### src/rtl/dseq_pkg.sv
package dseq_pkg;

  typedef enum logic [2:0] {
    IDX_A_CNT   = 3'd0,
    IDX_A_START = 3'd1,
    IDX_B_CNT   = 3'd2,
    IDX_B_START = 3'd3,
    IDX_L_CNT   = 3'd4,
    IDX_L_RLD   = 3'd5,
    IDX_CTRL    = 3'd6,
    IDX_STAT    = 3'd7
  } reg_idx_e;

  typedef struct packed {
    logic [1:0] step_b;
    logic [1:0] step_a;
    logic       adj_b;
    logic       adj_a;
    logic       dir;
    logic       en;
  } ctrl_t;

  function automatic logic [2:0] step_of(input logic [1:0] code);
    case (code)
      2'b00:   step_of = 3'd1;
      2'b01:   step_of = 3'd2;
      2'b10:   step_of = 3'd4;
      default: step_of = 3'd0;
    endcase
  endfunction

endpackage

### src/rtl/dseq_ptr.sv
module dseq_ptr #(
  parameter int AW = 24
) (
  input  logic          clk,
  input  logic          rst,
  input  logic          cnt_wr,
  input  logic          start_wr,
  input  logic [AW-1:0] wdata,
  input  logic          load,
  input  logic          step_en,
  input  logic [2:0]    step,
  output logic [AW-1:0] cnt,
  output logic [AW-1:0] start
);

  always_ff @(posedge clk) begin
    if (rst) begin
      start <= '0;
    end else if (start_wr) begin
      start <= wdata;
    end
  end

  always_ff @(posedge clk) begin
    if (rst) begin
      cnt <= '0;
    end else if (cnt_wr) begin
      cnt <= wdata;
    end else if (load) begin
      cnt <= start;
    end else if (step_en) begin
      cnt <= cnt + AW'(step);
    end
  end

endmodule

### src/rtl/dseq_len.sv
module dseq_len #(
  parameter int LW = 16
) (
  input  logic          clk,
  input  logic          rst,
  input  logic          cnt_wr,
  input  logic          rld_wr,
  input  logic [LW-1:0] wdata,
  input  logic          go_load,
  input  logic          tick,
  output logic          wrap,
  output logic [LW-1:0] cnt,
  output logic [LW-1:0] rld
);

  localparam logic [LW-1:0] ONE = LW'(1);

  assign wrap = tick && (cnt <= ONE);

  always_ff @(posedge clk) begin
    if (rst) begin
      rld <= '0;
    end else if (rld_wr) begin
      rld <= wdata;
    end
  end

  always_ff @(posedge clk) begin
    if (rst) begin
      cnt <= '0;
    end else if (cnt_wr) begin
      cnt <= wdata;
    end else if (go_load || wrap) begin
      cnt <= rld;
    end else if (tick) begin
      cnt <= cnt - ONE;
    end
  end

endmodule

### src/rtl/dseq_channel.sv
module dseq_channel #(
  parameter int AW = 24,
  parameter int LW = 16,
  parameter int DW = 32
) (
  input  logic          clk,
  input  logic          rst,
  input  logic          wr_en,
  input  logic          rd_en,
  input  logic [2:0]    reg_addr,
  input  logic [DW-1:0] wr_data,
  output logic [DW-1:0] rd_data,
  input  logic          xfer_done,
  output logic [AW-1:0] src_addr,
  output logic [AW-1:0] dst_addr,
  output logic          blk_done
);
  import dseq_pkg::*;

  localparam int NDEV = 2;
  localparam int CW   = $bits(ctrl_t);

  ctrl_t   ctrl_q;
  logic    stat_q;
  logic    en_rise;
  logic    tick;
  logic    wrap;
  logic [LW-1:0] len_cnt;
  logic [LW-1:0] len_rld;
  logic [AW-1:0] cnt_v   [NDEV];
  logic [AW-1:0] start_v [NDEV];
  logic    adj_v  [NDEV];
  logic [1:0] code_v [NDEV];

  wire wr_ctrl = wr_en && (reg_addr == IDX_CTRL);
  wire wr_stat = wr_en && (reg_addr == IDX_STAT);

  assign en_rise = wr_ctrl && wr_data[0] && !ctrl_q.en;
  assign tick    = xfer_done && ctrl_q.en;

  assign adj_v[0]  = ctrl_q.adj_a;
  assign adj_v[1]  = ctrl_q.adj_b;
  assign code_v[0] = ctrl_q.step_a;
  assign code_v[1] = ctrl_q.step_b;

  always_ff @(posedge clk) begin
    if (rst) begin
      ctrl_q <= '0;
    end else if (wr_ctrl) begin
      ctrl_q <= ctrl_t'(wr_data[CW-1:0]);
    end
  end

  always_ff @(posedge clk) begin
    if (rst) begin
      stat_q <= 1'b0;
    end else if (wrap) begin
      stat_q <= 1'b1;
    end else if (wr_stat && wr_data[0]) begin
      stat_q <= 1'b0;
    end
  end

  for (genvar d = 0; d < NDEV; d++) begin : g_dev
    dseq_ptr #(.AW(AW)) u_ptr (
      .clk      (clk),
      .rst      (rst),
      .cnt_wr   (wr_en && (reg_addr == 3'(2 * d))),
      .start_wr (wr_en && (reg_addr == 3'(2 * d + 1))),
      .wdata    (wr_data[AW-1:0]),
      .load     (en_rise || wrap),
      .step_en  (tick && !wrap && adj_v[d]),
      .step     (step_of(code_v[d])),
      .cnt      (cnt_v[d]),
      .start    (start_v[d])
    );
  end

  dseq_len #(.LW(LW)) u_len (
    .clk     (clk),
    .rst     (rst),
    .cnt_wr  (wr_en && (reg_addr == IDX_L_CNT)),
    .rld_wr  (wr_en && (reg_addr == IDX_L_RLD)),
    .wdata   (wr_data[LW-1:0]),
    .go_load (en_rise),
    .tick    (tick),
    .wrap    (wrap),
    .cnt     (len_cnt),
    .rld     (len_rld)
  );

  assign src_addr = ctrl_q.dir ? cnt_v[1] : cnt_v[0];
  assign dst_addr = ctrl_q.dir ? cnt_v[0] : cnt_v[1];
  assign blk_done = stat_q;

  always_ff @(posedge clk) begin
    if (rst) begin
      rd_data <= '0;
    end else if (rd_en) begin
      case (reg_addr)
        IDX_A_CNT:   rd_data <= DW'(cnt_v[0]);
        IDX_A_START: rd_data <= DW'(start_v[0]);
        IDX_B_CNT:   rd_data <= DW'(cnt_v[1]);
        IDX_B_START: rd_data <= DW'(start_v[1]);
        IDX_L_CNT:   rd_data <= DW'(len_cnt);
        IDX_L_RLD:   rd_data <= DW'(len_rld);
        IDX_CTRL:    rd_data <= DW'(ctrl_q);
        default:     rd_data <= DW'(stat_q);
      endcase
    end
  end

endmodule

### config.mk
export PLATFORM = sky130hd
export DESIGN_NAME = dseq_channel
export DESIGN_NICKNAME = d
export VERILOG_FILES = /design/src/rtl/dseq_pkg.sv /design/src/rtl/dseq_ptr.sv /design/src/rtl/dseq_len.sv /design/src/rtl/dseq_channel.sv
export SDC_FILE = /design/constraint.sdc
export NUM_CORES = 1
export LEC_CHECK = 0
export BUFFER_PORTS_ARGS = -buffer_cell sky130_fd_sc_hd__buf_2
export CAP_MARGIN = 10
export CORE_MARGIN = 2
export CORE_UTILIZATION = 50
export DETAILED_ROUTE_END_ITERATION = 16
export PLACE_DENSITY = 0.73
export SYNTH_ARGS = -nofsm -noshare
export SYNTH_HDL_FRONTEND = slang
export SYNTH_SLANG_ARGS = --single-unit
### constraint.sdc
create_clock -name clk -period 2.15 [get_ports clk]
set_input_delay 0.1075 -clock clk [delete_from_list [all_inputs] [get_ports clk]]
set_output_delay 0.1075 -clock clk [all_outputs]
set_load 0.02 [all_outputs]
==> After elaboration in Yosys (flattened, before gate mapping) <==
Index checks and enable logic that the tools add are counted.
{ "totals": {"regBits": 169, "input_bits": 40} }
{ "op_classes": {"n_addsub": 3, "order_cmp": 1, "n_eq_ne": 11, "mux": 16, "reduce_logical": 26} }
{ "ops": {"columns": ["op", "count"], "rows": [
  ["24-bit two-way mux", 8],
  ["24-bit one-hot mux with 7 select lines", 1],
  ["24-bit by 3-bit adder with 24-bit output", 2],
  ["16-bit two-way mux", 3],
  ["3-bit one-hot mux with 3 select lines", 2],
  ["16-bit by 1-bit less-or-equal comparator with 1-bit output (second input constant)", 1],
  ["1-bit logical AND", 16],
  ["16-bit by 1-bit subtractor with 16-bit output (second input constant)", 1],
  ["3-bit equality test (second input constant)", 4],
  ["3-bit nonzero test", 3],
  ["3-bit by 2-bit equality test with 1-bit output (second input constant)", 2],
  ["2-bit by 1-bit equality test with 1-bit output (second input constant)", 2],
  ["2-bit equality test (second input constant)", 2],
  ["2-bit zero test", 2],
  ["3-bit by 1-bit equality test with 1-bit output (second input constant)", 1],
  ["3-bit zero test", 1],
  ["1-bit zero test", 2],
  ["1-bit two-way mux", 2],
  ["2-bit nonzero test", 1],
  ["1-bit logical OR", 1]
]} }

==> Depth between registers and ports, before layout <==
{ "logic_depth": {"depth_word": 8, "mapped_depth": 10, "ltp_nobuf": 9} }

==> Modules after synthesis <==
From an unflattened synthesis, not the netlist that was laid out.
{ "unflattened": {"hier_cells": 1178, "area_unflattened_um2": 10317.4} }
{ "by_module_without_submodules": {"columns": ["module", "instances", "cells_each", "area_per_inst_um2", "seq_area_each_um2"], "rows": [
  ["dseq_channel", 1, 329, 3059.2, 660.6],
  ["dseq_ptr at g_dev[1].u_ptr", 1, 320, 2728.9, 960.9],
  ["dseq_ptr at g_dev[0].u_ptr", 1, 322, 2721.4, 960.9],
  ["dseq_len", 1, 207, 1808.0, 640.6]
]} }

==> Worst setup path after synthesis <==
Ideal clock, no wire load.
{ "synth_path": {"path_kind": "reg2reg", "from": "reg ctrl_q, in the netlist code_v[2]", "to": "reg g_dev[0].u_ptr.cnt[21]", "setup_time_ns": 0.101, "t_arrival_ns": 2.183, "t_required_ns": 2.049, "slack_ns": -0.134, "path_stages_with_launch": 9, "path_buffers": 0, "synth_period_minus_slack_ns": 2.284, "cell_sequence": "dfxtp_1 nor2b_1 ha_1 a211oi_1 nor2_1 and3_1 nand3_1 mux2_2 o41ai_1"} }
{ "synth_between": {"elab_chain_len": 6} }
{ "synth_rtl": {"columns": ["element", "line", "rtl"], "rows": [
  ["start, declared", "dseq_channel.sv:23", "ctrl_t ctrl_q;"],
  ["start signal, assigned", "dseq_channel.sv:50", "ctrl_q <= ctrl_t'(wr_data[CW-1:0]);"],
  ["2-bit equality test, or another cell as far along", "dseq_pkg.sv:24", "case (code)"],
  ["3-bit one-hot mux with 3 select lines *", "dseq_pkg.sv:24", null],
  ["24-bit by 3-bit adder with 24-bit output *", "dseq_ptr.sv:32", "cnt <= cnt + AW'(step);"],
  ["24-bit two-way mux *", "dseq_ptr.sv:31", "end else if (step_en) begin"],
  ["24-bit two-way mux *", "dseq_ptr.sv:29", "end else if (load) begin"],
  ["24-bit two-way mux *", "dseq_ptr.sv:27", "end else if (cnt_wr) begin"],
  ["end signal, assigned", "dseq_ptr.sv:28", "cnt <= wdata;"],
  ["end signal, assigned", "dseq_ptr.sv:30", "cnt <= start;"],
  ["end signal, assigned", "dseq_ptr.sv:32", null],
  ["end, declared", "dseq_ptr.sv:12", "output logic [AW-1:0] cnt,"]
]} }
Mark *: on every way between the ends. The rest lies on a longest branch, timed or not. The select of a mux whose other input is x is not followed.
A chain may end at the register's enable or synchronous reset.

==> Worst setup path after layout <==
{ "layout_path": {"from": "reg ctrl_q, in the netlist code_v[1]", "to": "reg g_dev[1].u_ptr.cnt[21]"} }
{ "layout_between": {"elab_chain_len": 6} }
{ "layout_rtl": {"columns": ["element", "line"], "rows": [
  ["2-bit equality test, or another cell as far along", "dseq_pkg.sv:24"],
  ["3-bit one-hot mux with 3 select lines *", "dseq_pkg.sv:24"],
  ["24-bit by 3-bit adder with 24-bit output *", "dseq_ptr.sv:32"],
  ["24-bit two-way mux *", "dseq_ptr.sv:31"],
  ["24-bit two-way mux *", "dseq_ptr.sv:29"],
  ["24-bit two-way mux *", "dseq_ptr.sv:27"],
  ["end signal, assigned", "dseq_ptr.sv:28"],
  ["end signal, assigned", "dseq_ptr.sv:30"],
  ["end signal, assigned", "dseq_ptr.sv:32"],
  ["end, declared", "dseq_ptr.sv:12"]
]} }
Marks and branches as above.

==> flow_metrics.env <==
export IMPL_synth_edf_count=0
export IMPL_grt_util_met3_pct=7.93
export IMPL_fin_crit_sh_pct=105
export IMPL_internal_power_mw=5.21
export IMPL_first_pass_iters=6
export IMPL_dp_hpwl_mm=25.7
export IMPL_clkLatencyLatePin_ns=0.45
export IMPL_tightest_slew_ns=0.719
export IMPL_dr_first_iter_drc_count=1422
export IMPL_grt_use_met1_pct=45.3
export IMPL_worstPathArrival_ns=2.58
export IMPL_groute_usage_overall_pct=36.1
export IMPL_areaGrowthSynthToFinish_pct=33.0
export IMPL_synth_ff_latch_count=161
export IMPL_violations="negative setup slack"
export IMPL_grt_pass1_vias=10000
export IMPL_via_per_inst=6.39
export IMPL_drive_gt1_share_pct=34.6
export IMPL_cts_buffers=17
export IMPL_ys_async_sr_fraction_pct=0
export IMPL_muxShareOfSynthArea_pct=11.3
export IMPL_ir_drop_mv=0.575
export IMPL_p_seq_share_pct=41.8
export IMPL_die_area_um2=20600
export IMPL_rows=51
export IMPL_synth_xor_area_share_pct=4.23
export IMPL_start_util_pct=50.5
export IMPL_busiest_layer="met2"
export IMPL_port_buffers=104
export IMPL_die_w_um=143
export IMPL_layout_cells_non_filler=1703
export IMPL_dp_cells=1632
export IMPL_cts_max_level=4
export IMPL_min_path_type="input port to flop"
export IMPL_synthSimpleGateAreaFrac_pct=20.4
export IMPL_synth_top_family_by_area="compound AO/OA/AOI/OAI gates"
export IMPL_drtAntennaViolNets=0
export IMPL_slew_headroom_pct=52.1
export IMPL_overflow=0
export IMPL_setup_violations=32
export IMPL_crit_slowest_cell="dfxtp_4"
export IMPL_post_route_util_pct=67.1
export IMPL_drv_cap=0
export IMPL_grt_max_degree=144
export IMPL_routed_via_count=10900
export IMPL_p_per_area_nw_per_um2=589
export IMPL_grt_pass1_wl_mm=56.9
export IMPL_crit_path_end_kind="flop"
export IMPL_gp_congestion=0.937
export IMPL_critPathBufInv=2
export IMPL_seq_area_frac_synth_pct=33.1
export IMPL_fin_ws_ns=-0.112
export IMPL_synth_adder_area_share_pct=1.44
export IMPL_cp_top_family="simple AND/OR/NAND/NOR gates"
export IMPL_clockPowerShare_pct=38.8
export IMPL_clockBufferDepth=2
export IMPL_status="finished, violations left"
export IMPL_synth_cell_type_count=77
export IMPL_cp_start_kind="flop"
export IMPL_total_power_mw=7.62
export IMPL_ios=121
export IMPL_crit_type="flop to flop"
export IMPL_hold_viol=0
export IMPL_drcViolationCount=0
export IMPL_fmax_mhz=442
export IMPL_coreArea_um2=19300
export IMPL_path_clk_slew_ns=0.07
export IMPL_netlist_area_um2=9720
export IMPL_ys_warn_count=0
export IMPL_cp_cell_sequence="nor2b_1, ha_1, o211ai_1, nor2_2, buf_4, buf_6, nand3_2, nor3_2, xnor2_1, o22ai_2"
export IMPL_synth_compound_area_share_pct=23.7
export IMPL_power_switching_mw=2.41
export IMPL_synth_area_per_cell_um2=7.98
export IMPL_antenna_found_initial=0
export IMPL_min_period_ns=2.26
export IMPL_syn_inst=1218
export IMPL_required_ns=2.46
export IMPL_cts_root_buf="clkbuf_16"
export IMPL_comb_power_share_pct=19.4
export IMPL_cts_sinks=161
export IMPL_power_leakage_nw=5.18
export IMPL_die_h_um=143
export IMPL_final_nets=1475
export IMPL_wl_per_cell_um=22.8
export IMPL_synth_ff_type="dfxtp_1"
export IMPL_rsz0062_at_grt="yes"
export IMPL_skew_ns=0.00878
export IMPL_path_max_fanout=4
export IMPL_wl_mm=38.8
export IMPL_hold_ws_ns=0.0129
export IMPL_cpPeakStageDelay_ns=0.37
export IMPL_slew_violations=0
export IMPL_swShare_pct=31.6
export IMPL_n_antenna_cell=0
export IMPL_use_met2_pct=57.2
export IMPL_dpl_worst_slack_ns=-0.534
export IMPL_cts_tree="built"
[placed cells by master, fill, tap and decap left out, types with 19 or more instances in the layout]
| master | instances |
|---|---|
| nand2_1 | 200 |
| dfxtp_1 | 152 |
| buf_4 | 149 |
| a21oi_1 | 124 |
| buf_2 | 103 |
| nor2_1 | 93 |
| mux2_2 | 64 |
| a22oi_1 | 39 |
| nand3_1 | 27 |
| a211oi_1 | 23 |
| xor2_1 | 23 |
| xnor2_1 | 22 |
| o21ai_0 | 20 |
| o211ai_1 | 19 |
| mux2i_1 | 19 |
[kinds of logic (layout without fill, tap and decap cells)]
family                     Yosys count  count (layout)
buffers and inverters              122             332
DFF                                161             161
AOI/OAI and AO/OA                  347             347
and+or+nand+nor                    438             441
muxes                               92              92
adders and majority gates           10              10
xor gates and xnor gates            47              47
other                                1               8
[worst min-delay path, stage by stage]
cell     delay, ns
buf_2         0.18
nand2_1       0.08
a21oi_1       0.05
[registers in the layout, indices dropped and copies added, names as in the netlist]
name               count
u_len.cnt             16
g_dev.u_ptr.start     48
blk_done               1
g_dev.u_ptr.cnt       48
rd_data               24
code_v                 4
u_len.rld             16
adj_v                  2
ctrl_q                 2
[area by class of cell]
class	count	area, µm²
Clock inverter	14	126
Multi-Input combinational cell	945	6590
Timing Repair Buffer	293	2190
Sequential cell	161	3240
Inverter	7	26.3
Clock buffer	18	429
Fill cell	1575	6340
Tap cell	265	332
[final timing paths]
path / slack, ns / cells past startpoint / end / startpoint
setup reg to reg: -0.11 / 10 / g_dev[1].u_ptr.cnt[21] / code_v[1]
hold reg to reg: 0.48 / 2 / u_len.rld[5] / u_len.rld[5]
hold / removal: 0.01 / 3 / u_len.rld[5] / wr_data[5]
setup / recovery: -0.11 / 10 / g_dev[1].u_ptr.cnt[21] / code_v[1]
[synthesized netlist by cell type (5+ instances only)]
master / number / area share [%]
buf_1: 11 / 0.42
mux4_2: 8 / 1.9
a221oi_1: 10 / 0.90
a21oi_1: 128 / 6.6
o22ai_1: 9 / 0.58
a31oi_1: 18 / 1.2
a211oi_1: 26 / 2.0
buf_6: 6 / 0.69
o221ai_1: 11 / 0.99
a211o_1: 7 / 0.63
nor2b_1: 10 / 0.64
a22oi_1: 41 / 3.2
buf_2: 15 / 0.77
xor2_1: 23 / 2.1
and3_1: 11 / 0.71
ha_1: 8 / 1.0
clkbuf_1: 74 / 2.9
mux2i_1: 19 / 2.0
buf_4: 9 / 0.69
o32ai_1: 14 / 1.3
o211ai_1: 19 / 1.5
nand3_1: 29 / 1.5
nor2_1: 104 / 4.0
nor4_1: 5 / 0.32
nor3_1: 26 / 1.3
nand4_1: 14 / 0.90
dfxtp_1: 161 / 33
and2_1: 7 / 0.45
nand2_1: 202 / 7.8
mux2_2: 65 / 7.5
o21ai_0: 28 / 1.4
inv_1: 7 / 0.27
xnor2_1: 24 / 2.2
[layer usage]
layer / part of all wire (%) / up-vias / wire length [µm]
met1: 38 / 5127 / 14600
met3: 10 / 167 / 4010
li1: - / 4837 / -
met2: 46 / 749 / 17900
met5: 0 / - / 0
met4: 5.9 / 0 / 2300
[what timing repair did]
| action | 4_1_cts | 5_1_grt |
|---|---|---|
| pin swaps | 25 | 39 |
| resized for setup | 55 | 88 |
| gates cloned | 2 | 2 |
| endpoints found under the setup margin | 63 | 60 |
| hold buffers | 15 | 0 |
| endpoints found under the hold margin | 41 | 0 |
| setup buffers | 10 | 10 |
[power by group through the flow]
stage | sequential [mW] | combinational, mW | clock, mW
2_1_floorplan | 3.26 | 0.765 | 0
3_3_place_gp | 3.24 | 1.27 | 0
3_5_place_dp | 3.25 | 1.29 | 0
4_1_cts | 3.18 | 1.36 | 2.94
5_1_grt | 3.19 | 1.57 | 3.09
6_report | 3.18 | 1.48 | 2.95
[through the flow]
stage	TNS [ns]	cell area, µm²
2_1_floorplan	-0.0522	9750
3_3_place_gp	-13.82	11300
3_5_place_dp	-15.85	11300
4_1_cts	-0.0718	12400
5_1_grt	-4.59	12900
6_report	-1.23	12900
(Power assumes the default switching activity.)
